**config.mk**
```make
export PLATFORM = sky130hd
export DESIGN_NAME = inv_fault_ctrl
export DESIGN_NICKNAME = d
export VERILOG_FILES = /design/src/rtl/iflc_pkg.sv /design/src/rtl/ifc_persist.sv /design/src/rtl/ifc_trip_latch.sv /design/src/rtl/ifc_hs_gate.sv /design/src/rtl/inv_fault_ctrl.sv
export SDC_FILE = /design/constraint.sdc
export NUM_CORES = 1
export LEC_CHECK = 0
export ABC_AREA = 1
export CAP_MARGIN = 20
export CORE_MARGIN = 10
export CORE_UTILIZATION = 40
export CTS_CLUSTER_SIZE = 24
export DETAILED_ROUTE_END_ITERATION = 12
export DONT_BUFFER_PORTS = 1
export PLACE_DENSITY = 0.61
export SYNTH_ARGS = -nofsm -noshare
export SYNTH_HDL_FRONTEND = slang
export SYNTH_HIERARCHICAL = 1
export SYNTH_SLANG_ARGS = --single-unit
```
**constraint.sdc**
```tcl
create_clock -name clk -period 1.65 [get_ports clk]
set_input_delay 0.2475 -clock clk [delete_from_list [all_inputs] [get_ports clk]]
set_output_delay 0.2475 -clock clk [all_outputs]
set_load 0.01 [all_outputs]
```
**src/rtl/iflc_pkg.sv**
```systemverilog
package iflc_pkg;
    localparam int NPH = 3;

    function automatic int cnt_w(input int limit);
        return (limit < 1) ? 1 : $clog2(limit + 1);
    endfunction

    typedef struct packed {
        logic           all_off;
        logic [NPH-1:0] hs_off;
        logic           fault_n;
    } drive_ctl_t;
endpackage

```
**src/rtl/ifc_persist.sv**
```systemverilog
module ifc_persist #(
    parameter int LEN = 4
) (
    input  logic clk,
    input  logic rst,
    input  logic din,
    output logic hit
);
    import iflc_pkg::*;
    localparam int W = cnt_w(LEN);

    logic [W-1:0] run_q;

    always_ff @(posedge clk) begin
        if (rst || !din)
            run_q <= '0;
        else if (run_q != W'(LEN))
            run_q <= run_q + 1'b1;
    end

    assign hit = din && (run_q == W'(LEN - 1));
endmodule

```
**src/rtl/ifc_trip_latch.sv**
```systemverilog
module ifc_trip_latch #(
    parameter int BLANK_CYC = 80
) (
    input  logic                     clk,
    input  logic                     rst,
    input  logic                     oc_trip,
    input  logic [iflc_pkg::NPH-1:0] lo_cmd_n,
    output logic                     tripped
);
    logic hit;
    logic lo_idle;

    ifc_persist #(.LEN(BLANK_CYC)) blank_i (
        .clk(clk), .rst(rst), .din(oc_trip), .hit(hit)
    );

    assign lo_idle = &lo_cmd_n;

    always_ff @(posedge clk) begin
        if (rst)
            tripped <= 1'b0;
        else if (hit)
            tripped <= 1'b1;
        else if (!oc_trip && lo_idle)
            tripped <= 1'b0;
    end

    p_trip_set_r2: assert property (@(posedge clk) disable iff (rst)
        hit |=> tripped);
    p_trip_clear_r4: assert property (@(posedge clk) disable iff (rst)
        $fell(tripped) |-> $past(!oc_trip && lo_idle));
endmodule

```
**src/rtl/ifc_hs_gate.sv**
```systemverilog
module ifc_hs_gate #(
    parameter int NEG_QUAL_CYC = 10,
    parameter int NEG_HOLD_CYC = 900
) (
    input  logic clk,
    input  logic rst,
    input  logic uv,
    input  logic cmd_n,
    input  logic neg,
    input  logic all_off,
    output logic hs_off
);
    import iflc_pkg::*;
    localparam int HW = cnt_w(NEG_HOLD_CYC);

    logic          armed;
    logic          cmd_prev;
    logic          fall;
    logic          neg_start;
    logic [HW-1:0] hold_q;
    logic          hold_act;

    ifc_persist #(.LEN(NEG_QUAL_CYC + 1)) qual_i (
        .clk(clk), .rst(rst), .din(neg), .hit(neg_start)
    );

    assign fall = cmd_prev && !cmd_n;

    always_ff @(posedge clk) begin
        if (rst) begin
            cmd_prev <= 1'b0;
            armed    <= 1'b0;
        end else begin
            cmd_prev <= cmd_n;
            if (uv)
                armed <= 1'b0;
            else if (fall)
                armed <= 1'b1;
        end
    end

    always_ff @(posedge clk) begin
        if (rst)
            hold_q <= '0;
        else if (neg_start)
            hold_q <= HW'(NEG_HOLD_CYC);
        else if (hold_q != '0)
            hold_q <= hold_q - 1'b1;
    end

    assign hold_act = (hold_q != '0);
    assign hs_off   = all_off || !armed || hold_act;

    p_uv_disarm_r6: assert property (@(posedge clk) disable iff (rst)
        uv |=> hs_off);
    p_rearm_edge_r7: assert property (@(posedge clk) disable iff (rst)
        $rose(armed) |-> $past(fall && !uv));
    p_neg_hold_r8: assert property (@(posedge clk) disable iff (rst)
        neg_start |=> hs_off);
endmodule

```
**src/rtl/inv_fault_ctrl.sv**
```systemverilog
module inv_fault_ctrl #(
    parameter int BLANK_CYC    = 80,
    parameter int NEG_QUAL_CYC = 10,
    parameter int NEG_HOLD_CYC = 900
) (
    input  logic                     clk,
    input  logic                     rst,
    input  logic                     lv_uv,
    input  logic [iflc_pkg::NPH-1:0] hs_uv,
    input  logic                     oc_trip,
    input  logic [iflc_pkg::NPH-1:0] lo_cmd_n,
    input  logic [iflc_pkg::NPH-1:0] hi_cmd_n,
    input  logic [iflc_pkg::NPH-1:0] neg_tr,
    output logic                     all_off,
    output logic [iflc_pkg::NPH-1:0] hs_off,
    output logic                     fault_n,
    output logic                     fault_oe
);
    import iflc_pkg::*;

    logic       lv_q;
    logic       tripped;
    drive_ctl_t ctl;

    always_ff @(posedge clk) begin
        if (rst)
            lv_q <= 1'b1;
        else
            lv_q <= lv_uv;
    end

    ifc_trip_latch #(.BLANK_CYC(BLANK_CYC)) trip_i (
        .clk(clk), .rst(rst), .oc_trip(oc_trip),
        .lo_cmd_n(lo_cmd_n), .tripped(tripped)
    );

    assign ctl.all_off = tripped || lv_q;
    assign ctl.fault_n = !(tripped || lv_q);

    for (genvar p = 0; p < NPH; p++) begin : g_phase
        ifc_hs_gate #(
            .NEG_QUAL_CYC(NEG_QUAL_CYC),
            .NEG_HOLD_CYC(NEG_HOLD_CYC)
        ) hs_i (
            .clk(clk), .rst(rst), .uv(hs_uv[p]), .cmd_n(hi_cmd_n[p]),
            .neg(neg_tr[p]), .all_off(ctl.all_off), .hs_off(ctl.hs_off[p])
        );
    end

    assign all_off  = ctl.all_off;
    assign hs_off   = ctl.hs_off;
    assign fault_n  = ctl.fault_n;
    assign fault_oe = !ctl.fault_n;

    p_lv_off_r5: assert property (@(posedge clk) disable iff (rst)
        lv_uv |=> (all_off && !fault_n));
    p_off_all_r1: assert property (@(posedge clk) disable iff (rst)
        all_off |-> (&hs_off));
endmodule

```
# [Yosys cells after proc, flatten, opt, wreduce, memory -nomap -nowiden]
# Index checks and enable logic that the tools add are counted.
[word_totals] register_bits=57 in_bits=16 out_inout_bits=6
[classes] addsub=7 eq_ne=8 n_mux=8 n_reduce_logical=44
[op_table] cell="10-bit two-way mux" n=6
[op_table] cell="10-bit nonzero test" n=3
[op_table] cell="10-bit by 1-bit subtractor with 10-bit output (second input constant)" n=3
[op_table] cell="4-bit by 1-bit adder with 4-bit output (second input constant)" n=3
[op_table] cell="4-bit == test (second input constant)" n=3
[op_table] cell="4-bit inequality test (second input constant)" n=3
[op_table] cell="2-bit OR reduction" n=6
[op_table] cell="1-bit zero test" n=11
[op_table] cell="1-bit logical OR" n=11
[op_table] cell="1-bit logical AND" n=8
[op_table] cell="2-bit nonzero test" n=4
[op_table] cell="7-bit by 1-bit adder with 7-bit output (second input constant)" n=1
[op_table] cell="7-bit == test (second input constant)" n=1
[op_table] cell="7-bit inequality test (second input constant)" n=1
[op_table] cell="3-bit AND reduction" n=1
[op_table] cell="1-bit two-way mux" n=2

# [Depth between registers and ports, before layout]
# Gate-level depths: netlist (run 1).
[logic_depth] ltp_word=4 ltp_mapped=8

# [Modules after synthesis]
# Netlist (run 1), hierarchy kept.
[modules_own_cells] mod="ifc_hs_gate" instances=3 cells_per_inst=87 area_per_inst_um2=643.1 seq_area_each_um2=240.2
[modules_own_cells] mod="ifc_persist (g_phase[0].hs_i.qual_i ...)" instances=3 cells_per_inst=31 area_per_inst_um2=212.7 seq_area_each_um2=80.1
[modules_own_cells] mod="ifc_persist (trip_i.blank_i)" instances=1 cells_per_inst=54 area_per_inst_um2=382.9 seq_area_each_um2=140.1
[modules_own_cells] mod="ifc_trip_latch" instances=1 cells_per_inst=9 area_per_inst_um2=55.1 seq_area_each_um2=20.0
[modules_own_cells] mod="inv_fault_ctrl" instances=1 cells_per_inst=9 area_per_inst_um2=53.8 seq_area_each_um2=20.0

# [Worst setup path after synthesis (run 1)]
# Ideal clock, no wire load.
[synth_path] path_kind="register -> register" from="register g_phase[0].hs_i.qual_i.run_q[0]" to="register g_phase[0].hs_i.hold_q[1]" arrival_time_ns=1.175 path_slack_ns=0.417 stages_incl_launch_ff=9 path_buffers=0 period_less_slack_ns=1.233 path_cell_list="dfxtp_1 -> inv_1 -> ha_1 -> nand3_1 -> nor2_1 -> inv_1 -> nand2_1 -> a21oi_2 -> o21a_1"
[synth_via] elab_chain_len=3
[synth_rtl] item="start, declared" line_no="ifc_persist.sv:12" source="logic [W-1:0] run_q;"
[synth_rtl] item="start signal, assigned" line_no="ifc_persist.sv:18" source="run_q <= run_q + 1'b1;"
[synth_rtl] item="4-bit == test" line_no="ifc_persist.sv:21" source="assign hit = din && (run_q == W'(LEN - 1));"
[synth_rtl] item="1-bit logical AND" line_no="ifc_persist.sv:21"
[synth_rtl] item="named net g_phase[0].hs_i.neg_start" line_no="ifc_hs_gate.sv:19" source="logic neg_start;"
[synth_rtl] item="2-bit OR reduction (no line)"
[synth_rtl] item="end signal, assigned" line_no="ifc_hs_gate.sv:46" source="hold_q <= HW'(NEG_HOLD_CYC);"
[synth_rtl] item="end signal, assigned" line_no="ifc_hs_gate.sv:48" source="hold_q <= hold_q - 1'b1;"
[synth_rtl] item="end, declared" line_no="ifc_hs_gate.sv:20" source="logic [HW-1:0] hold_q;"
# The timed path passes the listed nets, and every way through them passes these cells.
# A chain may end at the register's enable or synchronous reset.

# [Worst setup path after layout (run 1)]
[layout_path] from="register g_phase[1].hs_i.hold_q[2]" to="output hs_off[1] in the netlist's numbering"
[layout_via] elab_chain_len=2
[layout_rtl] item="start, declared" line_no="ifc_hs_gate.sv:20"
[layout_rtl] item="start signal, assigned" line_no="ifc_hs_gate.sv:46"
[layout_rtl] item="start signal, assigned" line_no="ifc_hs_gate.sv:48"
[layout_rtl] item="10-bit nonzero test" line_no="ifc_hs_gate.sv:51" source="assign hold_act = (hold_q != '0);"
[layout_rtl] item="1-bit logical OR" line_no="ifc_hs_gate.sv:52" source="assign hs_off = all_off || !armed || hold_act;"
[layout_rtl] item="end, declared" line_no="inv_fault_ctrl.sv:15" source="output logic [iflc_pkg::NPH-1:0] hs_off,"
# Every way passes these cells.

==> impl_metrics.yaml, run 1 <==
critical_path:
  cp-endpoint: "hs_off[1]"
  crit_buf_inv: 2
  r2r-end: "g_phase[2].hs_i/hold_q[1]"
  rrSetupSlack_ns: 0.22
  startpoint_type: "flip-flop"
  cp_top_family: "simple AND/OR/NAND/NOR gates"
  worstPathRequired_ns: 1.40
  r2r-start: "g_phase[2].hs_i/qual_i/run_q[0]"
  path_depth: 6
  crit_fanout: 5
  cp_cell_sequence: "nor2_4 -> nand3_2 -> clkinv_2 -> nand2_4 -> inv_4 -> nand3b_1"
  cpPeakStageDelay_ns: 0.36
  cp-startpoint: "g_phase[1].hs_i/hold_q[2]"
  slowest_stage: "dfxtp_1"
  reg2reg_depth: 8
  cp-end-kind: "primary output"
  worstPathArrival_ns: 1.36
  critical_path_class: "flip-flop to primary output"
die:
  start_util_pct: 41.7
  dieHeight_um: 107
  die_width_um: 107
  rows: 31
  ios: 22
  core_um2: 7330
  die_area_um2: 11500
global_routing:
  met3_usage_pct: 2.81
  met2_usage_pct: 17.7
  top_usage_layer: "met2"
  grt_antenna_before_repair: 0
  grt_max_degree: 18
  grt-ovfl-total: 0
  grt_util_all_layers_pct: 11.1
  grt_pass1_vias: 2382
  grt_pass1_wl_um: 10300
  gr-usage-met1_pct: 13.0
sta:
  finalSetupTns_ns: 0
  worst_clock_skew_ns: 0.00674
  fmax_mhz: 622
  period_needed_ns: 1.61
  hold_viol_final: 0
  slew_headroom_pct: 42.3
  min_period_over_period_pct: 97.4
  setup_viol: 0
  maxSlewViolCount: 0
  worstMarginPinSlew_ns: 0.863
pwr:
  p_per_area_nw_per_um2: 1690
  p_leak_nw: 1.63
  vdd_drop_max_mv: 0.617
  p_total_mw: 6.00
clock_network:
  cts_tree: "built"
  cts_buffer_depth: 2
  clockRootBuffer: "clkbuf_8"
  clkLatencyLatePin_ns: 0.33
  cts.sinks: 57
  clkSlewWorstSetupHoldPaths_ns: 0.06
  numCtsBuffers: 9
  htree_levels: 3
outcome:
  outcome: "complete, no violations"
layout:
  stdcell_count: 550
  area_delta_synth_final_pct: 15.9
  drive_above_1_share_pct: 19.3
  final_util_pct: 48.4
  n_fill_cell: 719
  diodes: 0
  num-nets-final: 476
place:
  dp_cells: 524
  routabilityCongestion: 0.788
  port_buffers: 0
  post-dp-hpwl_um: 4500
yosys:
  synth.ff_latch_count: 57
  ys_types: 29
  syn_area_per_cell_um2: 7.18
  ys_warn_count: 6
  syn-cell-area_um2: 3060
  synthCells: 426
  synth_nets: 456
  ys_seq_area_share_pct: 37.3
routing:
  vias: 2611
  first_pass_iters: 4
  drtAntennaViolNets: 0
  via_per_inst: 4.75
  wirelength_um: 6380
  drt-wirelength-per-cell_um: 11.6
  drtIter0Drc: 67
  drc: 0
run:
  cap_violations: 0
worst_hold_path:
  min_path_type: "primary input to flip-flop"
-- logic make-up (layout without fill, tap and decap cells) --
family	after synthesis	after routing	share of synthesized area [%]
and+or+nand+nor	236	236	37.1
buffers and inverters	74	99	9.33
DFF	57	57	37.3
AOI/OAI and AO/OA	32	32	6.79
adders and majority gates	14	14	5.73
xor gates and xnor gates	13	13	3.72
-- layout by cell type (no fill, tap or decap), drive strengths merged, types with 3 or more instances in the layout --
cell type and n:
dfxtp 57, nor3 8, clkbuf 13, or2 4, nand3b 3, xor2 9, ha 14, and2 3
nand4 14, nor2 82, nand3 36, o21a 3, a21oi 21, a21boi 3, o21ai 4, inv 70
xnor2 4, dlygate4sd3 5, nand2 85, clkinv 6, buf 5
-- metrics by stage --
| stage | hold WS, ns | area [um^2] | worst slack (ns) |
|---|---|---|---|
| 6_report | 0.0351 | 3540 | 0.0428 |
| 5_1_grt | 0.0361 | 3540 | -0.0196 |
| 4_1_cts | 0.0206 | 3430 | 0.00166 |
| 3_5_place_dp | 0.316 | 3180 | 0.245 |
| 3_3_place_gp | 0.314 | 3180 | 0.291 |
| 2_1_floorplan | 0.310 | 3060 | 0.417 |
-- repair_timing --
action,4_1_cts,5_1_grt
hold buffers,5,0
buffers inserted,0,5
endpoints found under the setup margin,3,3
hold endpoints to repair,17,0
gates cloned,0,0
resized for setup,13,25
pin swaps,2,11
-- synth_stat cells, drive strengths merged --
cell type / n / area, um^2
a21boi: 3 / 22.5
a21oi: 21 / 135
and2: 3 / 18.8
buf: 1 / 7.51
clkinv: 3 / 15.0
dfxtp: 57 / 1140
ha: 14 / 175
inv: 70 / 263
nand2: 85 / 342
nand3: 36 / 200
nand3b: 3 / 22.5
nand4: 14 / 87.6
nor2: 82 / 370
nor3: 8 / 60.1
nor3b: 1 / 7.51
o21a: 3 / 22.5
o21ai: 4 / 20.0
o21bai: 1 / 7.51
or2: 4 / 27.5
xnor2: 4 / 35.0
xor2: 9 / 78.8
-- power breakdown --
group	leakage, nW	internal, mW	switching [mW]
clock	0.0932	0.620	0.533
sequential	0.471	1.70	0.329
combinational	1.07	1.18	1.65
-- per-layer routing --
layer,share of wire (%),wire length (um),vias to the layer above
met1,48,3040,1179
met2,47,2970,48
met4,2.0,129,0
met3,3.8,244,9
met5,0,0,-
li1,-,-,1375
-- how the worst min path moves through the flow --
| stage | start | end | depth (start not counted) |
|---|---|---|---|
| after floorplan | rst | g_phase[0].hs_i/hold_q[7] | 1 |
| after global placement | rst | trip_i/tripped | 1 |
| after detailed placement | rst | g_phase[1].hs_i/hold_q[7] | 1 |
| after CTS | hi_cmd_n[2] | g_phase[2].hs_i/cmd_prev | 2 |
| after global routing | hi_cmd_n[2] | g_phase[2].hs_i/cmd_prev | 2 |
| final | hi_cmd_n[2] | g_phase[2].hs_i/cmd_prev | 2 |
-- state kept, by name (all words and copies together) (netlist names) --
signal / flops
g_phase.hs_i/qual_i/run_q: 12
g_phase.hs_i/armed: 3
g_phase.hs_i/cmd_prev: 3
lv_q: 1
g_phase.hs_i/hold_q: 30
trip_i/tripped: 1
trip_i/blank_i/run_q: 7
-- cell type report --
type / instances / area, um^2 / area share, %
flip-flops and latches: 57 / 1150 / 32.5
clock buffers: 13 / 159 / 4.48
repair buffers: 10 / 87.6 / 2.47
clock inverters: 3 / 15.0 / 0.424
multi-input cells: 295 / 1720 / 48.5
well taps: 99 / 124 / 3.49
inverters: 73 / 285 / 8.05
Note: power is estimated with default switching activity, not from simulation.
==> run 2, diff against run 1 <==
--- a/config.mk
+++ b/config.mk
@@ -8,11 +8,11 @@
 export ABC_AREA = 1
 export CAP_MARGIN = 20
 export CORE_MARGIN = 10
-export CORE_UTILIZATION = 40
+export CORE_UTILIZATION = 63
 export CTS_CLUSTER_SIZE = 24
 export DETAILED_ROUTE_END_ITERATION = 12
 export DONT_BUFFER_PORTS = 1
-export PLACE_DENSITY = 0.61
+export PLACE_DENSITY = 0.86
 export SYNTH_ARGS = -nofsm -noshare
 export SYNTH_HDL_FRONTEND = slang
 export SYNTH_HIERARCHICAL = 1
==> run 2 against run 1 <==
Effect of this change: worst hold slack better by 0.011 ns; fmax increased by 1.5%; register-to-register slack got worse by 0.04 ns; critical path depth up 1; non-clock buffer count up 1; core utilization is 26 points higher; count of clock-buffer cells in the layout shrank 2; first-iteration DRC count is 110% higher; die area fell by 30%; global-route usage rose by 6.3 points; critical endpoint unchanged; largest power group unchanged; highest routed layer unchanged.
==> impl_metrics.yaml, run 2 (same netlist as run 1, synthesis figures left out) <==
pwr:
  vdd_drop_max_mv: 0.987
  pwr-share-comb_pct: 47.3
  p_seq_share_pct: 34.1
  p_sw_share_pct: 42.5
  p_leak_nw: 1.63
  p_sw_mw: 2.53
  internal_power_mw: 3.42
  p_clk_share_pct: 18.6
  p_per_area_nw_per_um2: 1700
global_routing:
  grt_util_all_layers_pct: 17.4
  grt_pass1_vias: 2535
  grt_pass1_wl_um: 10900
  met3_usage_pct: 4.33
  top_usage_layer: "met2"
  grt_max_degree: 18
  grt_antenna_before_repair: 0
  gr-usage-met1_pct: 20.0
  grt-ovfl-total: 0
  met2_usage_pct: 29.4
critical_path:
  critical_path_class: "flip-flop to primary output"
  crit_top_cell: "inv_2"
  r2r-end: "g_phase[2].hs_i/hold_q[1]"
  reg2reg_depth: 8
  worstPathArrival_ns: 1.34
  crit_fanout: 6
  cp-startpoint: "g_phase[1].hs_i/hold_q[1]"
  cp-end-kind: "primary output"
  r2r-start: "g_phase[2].hs_i/qual_i/run_q[0]"
  cp-endpoint: "hs_off[1]"
  cpPeakStageDelay_ns: 0.36
  rrSetupSlack_ns: 0.18
  cp_cell_sequence: "inv_2 -> ha_4 -> nand3_2 -> clkinv_2 -> nand2_4 -> inv_2 -> nand3b_1"
  startpoint_type: "flip-flop"
  worstPathRequired_ns: 1.40
  slowest_stage: "dfxtp_2"
routing:
  drtAntennaViolNets: 0
  first_pass_iters: 4
  drtIter0Drc: 144
  wirelength_um: 6600
  drc: 0
  via_per_inst: 5.12
  vias: 2650
  drt-wirelength-per-cell_um: 12.7
sta:
  slew_headroom_pct: 41.5
  maxSlewViolCount: 0
  worstMarginPinSlew_ns: 0.875
  worst_clock_skew_ns: 0.00716
  hold_viol_final: 0
  min_period_over_period_pct: 96.0
  setup_viol: 0
  period_needed_ns: 1.58
  whs_ns: 0.0464
  fmax_mhz: 631
clock_network:
  cts_buffer_depth: 2
  cts_tree: "built"
  clkLatencyLatePin_ns: 0.34
  clockRootBuffer: "clkbuf_8"
  htree_levels: 3
  clkSlewWorstSetupHoldPaths_ns: 0.07
  cts.sinks: 57
  numCtsBuffers: 9
layout:
  top_regs: "g_phase.hs_i/hold_q: 30 flops, g_phase.hs_i/qual_i/run_q: 12 flops, trip_i/blank_i/run_q: 7 flops"
  n_fill_cell: 349
  layout_commonest_cell: "nand2_1"
  regMostFlops: "g_phase.hs_i/hold_q"
  layout_common_cells: "nand2_1 (79), nor2_1 (66), inv_1 (57)"
  area_delta_synth_final_pct: 14.2
  diodes: 0
  stdcell_count: 518
  num-nets-final: 477
  largest_reg_flops: 30
  drive_above_1_share_pct: 19.7
die:
  ios: 22
  core_um2: 4720
  dieHeight_um: 89.7
  start_util_pct: 64.8
  die_area_um2: 8040
  die_width_um: 89.7
  rows: 25
place:
  post-dp-hpwl_um: 4560
  dp_cells: 493
  routabilityCongestion: 0.853
  port_buffers: 0
run:
  cap_violations: 0
outcome:
  outcome: "complete, no violations"
worst_hold_path:
  whs_path_depth: 2
  min_path_type: "primary input to flip-flop"
[run 2: worst min-delay path by stage]
stage	to	start
floorplan	g_phase[0].hs_i/hold_q[7]	rst
global placement	g_phase[2].hs_i/hold_q[7]	rst
detailed placement	g_phase[2].hs_i/hold_q[7]	rst
CTS	g_phase[0].hs_i/cmd_prev	hi_cmd_n[0]
global route	g_phase[0].hs_i/cmd_prev	hi_cmd_n[0]
finish	g_phase[0].hs_i/cmd_prev	hi_cmd_n[0]
[run 2: worst max-delay path, delay by kind of cell (launching register included)]
kind / cells / cell delay [ns]
adders and majority gates: 1 / 0.15
buffers and inverters: 3 / 0.16
and+or+nand+nor: 3 / 0.32
DFF: 1 / 0.36
[run 2: final cells by class]
cell class | instances | area (um^2) | share of cell area, %
Clock buffer | 11 | 141 | 4.05
Clock inverter | 4 | 20.0 | 0.573
Tap cell | 67 | 83.8 | 2.40
Timing Repair Buffer | 11 | 95.1 | 2.72
Multi-Input combinational cell | 295 | 1720 | 49.1
Sequential cell | 57 | 1150 | 33.1
Inverter | 73 | 283 | 8.09
[run 2: stage by stage]
| step | setup TNS, ns | setup WS (ns) | utilization [%] | instance area, um^2 | power [mW] |
|---|---|---|---|---|---|
| after floorplan | 0 | 0.417 | - | 3060 | 4.02 |
| after global placement | 0 | 0.285 | 66.5 | 3140 | 4.36 |
| after detailed placement | 0 | 0.223 | 66.5 | 3140 | 4.46 |
| after CTS | 0 | 0.000869 | 71.7 | 3390 | 5.70 |
| after global routing | -0.0207 | -0.0134 | 74.0 | 3490 | 6.46 |
| final | 0 | 0.0663 | 74.0 | 3490 | 5.96 |
[run 2: repair_timing]
item | CTS | global route
setup buffers | 0 | 5
endpoints found under the setup margin | 3 | 3
resized for setup | 12 | 25
pin swaps | 0 | 12
endpoints found under the hold margin | 17 | 0
hold buffers | 5 | 0
[run 2: per-layer routing]
layer / share of wire (%) / up-vias
met1: 45 / 1204
met5: 0 / -
met2: 49 / 60
met3: 4.0 / 13
met4: 2.2 / 0
li1: - / 1373
[run 2: power by group through the flow]
stage,clock [mW],sequential (mW),combinational (mW)
finish,1.11,2.03,2.82
global route,1.21,2.07,3.17
CTS,1.14,1.96,2.59
detailed placement,0,1.96,2.50
global placement,0,1.95,2.41
floorplan,0,1.91,2.11
==> run 3, diff against run 2 <==
--- a/config.mk
+++ b/config.mk
@@ -8,11 +8,11 @@
 export ABC_AREA = 1
 export CAP_MARGIN = 20
 export CORE_MARGIN = 10
-export CORE_UTILIZATION = 63
+export CORE_UTILIZATION = 30
 export CTS_CLUSTER_SIZE = 24
 export DETAILED_ROUTE_END_ITERATION = 12
 export DONT_BUFFER_PORTS = 1
-export PLACE_DENSITY = 0.86
+export PLACE_DENSITY = 0.51
 export SYNTH_ARGS = -nofsm -noshare
 export SYNTH_HDL_FRONTEND = slang
 export SYNTH_HIERARCHICAL = 1
==> run 3 against run 2 <==
Effect of this change: core utilization is 36 points lower; register-to-register slack better by 0.02 ns; worst hold slack worse by 0.0078 ns; first-iteration DRC count is 6.3% lower; critical endpoint unchanged; die area is 82% higher; setup slack worse by 0.028 ns; combinational power is 11% higher; highest routed layer unchanged; clock skew is 0.0027 ns higher; largest power group unchanged; sequential power hardly changed; critical path depth is 1 lower; fmax is 1.8% lower; sequential share of layout area is 1.7 points lower.
==> impl_metrics.yaml, run 3 (same netlist as run 1, synthesis figures left out) <==
pwr:
  p_per_area_nw_per_um2: 1710
  p_leak_nw: 1.69
  vdd_drop_max_mv: 0.449
layout:
  layout_common_cells: "nand2_1 (78), nor2_1 (66), inv_1 (58)"
  drive_above_1_share_pct: 21.8
  regMostFlops: "g_phase.hs_i/hold_q"
  ff_latch_area_um2: 1160
  postLayoutCellArea_um2: 3700
  n_fill_cell: 995
  largest_reg_flops: 30
  num-nets-final: 488
  diodes: 0
  multi_input_area_um2: 1740
  top_regs: "g_phase.hs_i/hold_q: 30 flops, g_phase.hs_i/qual_i/run_q: 12 flops, trip_i/blank_i/run_q: 7 flops"
  area_delta_synth_final_pct: 20.9
  layout_commonest_cell: "nand2_1"
worst_hold_path:
  min_to: "g_phase[2].hs_i/cmd_prev"
  min_path_type: "primary input to flip-flop"
  whs_path_depth: 2
  holdCritStartpoint: "hi_cmd_n[2]"
global_routing:
  grt_max_degree: 18
  grt_util_all_layers_pct: 9.11
  grt_pass1_vias: 2464
  grt-ovfl-total: 0
  grt_pass1_wl_um: 10800
  grt_antenna_before_repair: 0
routing:
  drtIter0Drc: 135
  vias: 2626
  drt-wirelength-per-cell_um: 11.1
  drtAntennaViolNets: 0
  first_pass_iters: 4
  wirelength_um: 6630
  drc: 0
  via_per_inst: 4.41
critical_path:
  worstPathRequired_ns: 1.40
  reg2reg_depth: 8
  rrSetupSlack_ns: 0.20
  r2r-start: "g_phase[2].hs_i/qual_i/run_q[0]"
  worstPathArrival_ns: 1.36
  r2r-end: "g_phase[2].hs_i/hold_q[1]"
  crit_fanout: 4
  cp-end-kind: "primary output"
  startpoint_type: "flip-flop"
  critical_path_class: "flip-flop to primary output"
place:
  post-dp-hpwl_um: 4480
  place_area_um2: 3220
  port_buffers: 0
  routabilityCongestion: 0.815
run:
  cap_violations: 0
clock_network:
  clkSlewWorstSetupHoldPaths_ns: 0.07
  numCtsBuffers: 9
  cts.sinks: 57
  cts_buffer_depth: 2
  clockRootBuffer: "clkbuf_8"
  clkLatencyLatePin_ns: 0.34
  cts_tree: "built"
  htree_levels: 3
sta:
  maxSlewViolCount: 0
  fmax_mhz: 620
  whs_ns: 0.0386
  worst_clock_skew_ns: 0.00989
  worstMarginPinSlew_ns: 0.834
  hold_viol_final: 0
  setup_viol: 0
  min_period_over_period_pct: 97.7
  slew_headroom_pct: 44.2
  rsz0062_at_grt: "yes"
  period_needed_ns: 1.61
die:
  die_width_um: 121
  dieHeight_um: 121
  die_area_um2: 14600
  core_um2: 9860
  ios: 22
  rows: 36
  start_util_pct: 31.0
outcome:
  outcome: "complete, no violations"
run 3: cell type report:
class / count / share of cell area, %
Inverter: 73 / 7.75
Clock buffer: 13 / 4.30
Multi-Input combinational cell: 295 / 46.9
Timing Repair Buffer: 22 / 4.80
Sequential cell: 57 / 31.3
Tap cell: 133 / 4.50
Clock inverter: 3 / 0.406
run 3: how the worst max path moves through the flow:
stage / start / endpoint / slack [ns] / cells past startpoint
after detailed placement: g_phase[1].hs_i/qual_i/run_q[0] / g_phase[1].hs_i/hold_q[1] / 0.23 / 8
after global placement: g_phase[2].hs_i/qual_i/run_q[0] / g_phase[2].hs_i/hold_q[1] / 0.27 / 8
after CTS: g_phase[1].hs_i/hold_q[4] / hs_off[1] / -0.0002 / 6
after global routing: g_phase[1].hs_i/hold_q[5] / hs_off[1] / -0.03 / 6
after floorplan: g_phase[0].hs_i/qual_i/run_q[0] / g_phase[0].hs_i/hold_q[1] / 0.42 / 8
final: g_phase[1].hs_i/hold_q[5] / hs_off[1] / 0.04 / 6
run 3: metrics by stage:
step | std cells | setup TNS [ns] | setup WS (ns) | utilization, % | total power, mW
after detailed placement | 558 | 0 | 0.232 | 32.6 | 4.44
after global routing | 596 | -0.0846 | -0.0313 | 37.5 | 6.88
after CTS | 579 | -0.000218 | -0.000218 | 35.4 | 5.79
after floorplan | 426 | 0 | 0.417 | - | 4.02
after global placement | 558 | 0 | 0.272 | 32.6 | 4.46
final | 596 | 0 | 0.0380 | 37.5 | 6.34
run 3: critical path, stage by stage, from the launching register on:
cell      delay, ns
dfxtp_4        0.37
nor2_4         0.13
nand2_2        0.08
nor2_4         0.15
nand2_4        0.08
inv_2          0.06
nand3b_1       0.17
run 3: what timing repair did:
| action | 4_1_cts | 5_1_grt |
|---|---|---|
| resized for setup | 19 | 25 |
| pin swaps | 2 | 15 |
| hold endpoints to repair | 17 | 0 |
| hold buffers | 5 | 0 |
| setup buffers | 0 | 17 |
| setup endpoints to repair | 3 | 3 |
run 3: power by group:
part / switching (mW) / internal (mW) / total, mW / leakage, nW
registers: 0.340 / 1.70 / 2.04 / 0.472
logic: 1.71 / 1.41 / 3.12 / 1.13
clock network: 0.557 / 0.620 / 1.18 / 0.0932
run 3: metal layers:
layer	global-route usage (%)	routed length (um)
met3	2.65	216
met1	10.5	3150
met2	14.8	3140
met5	0	0
met4	5.13	123
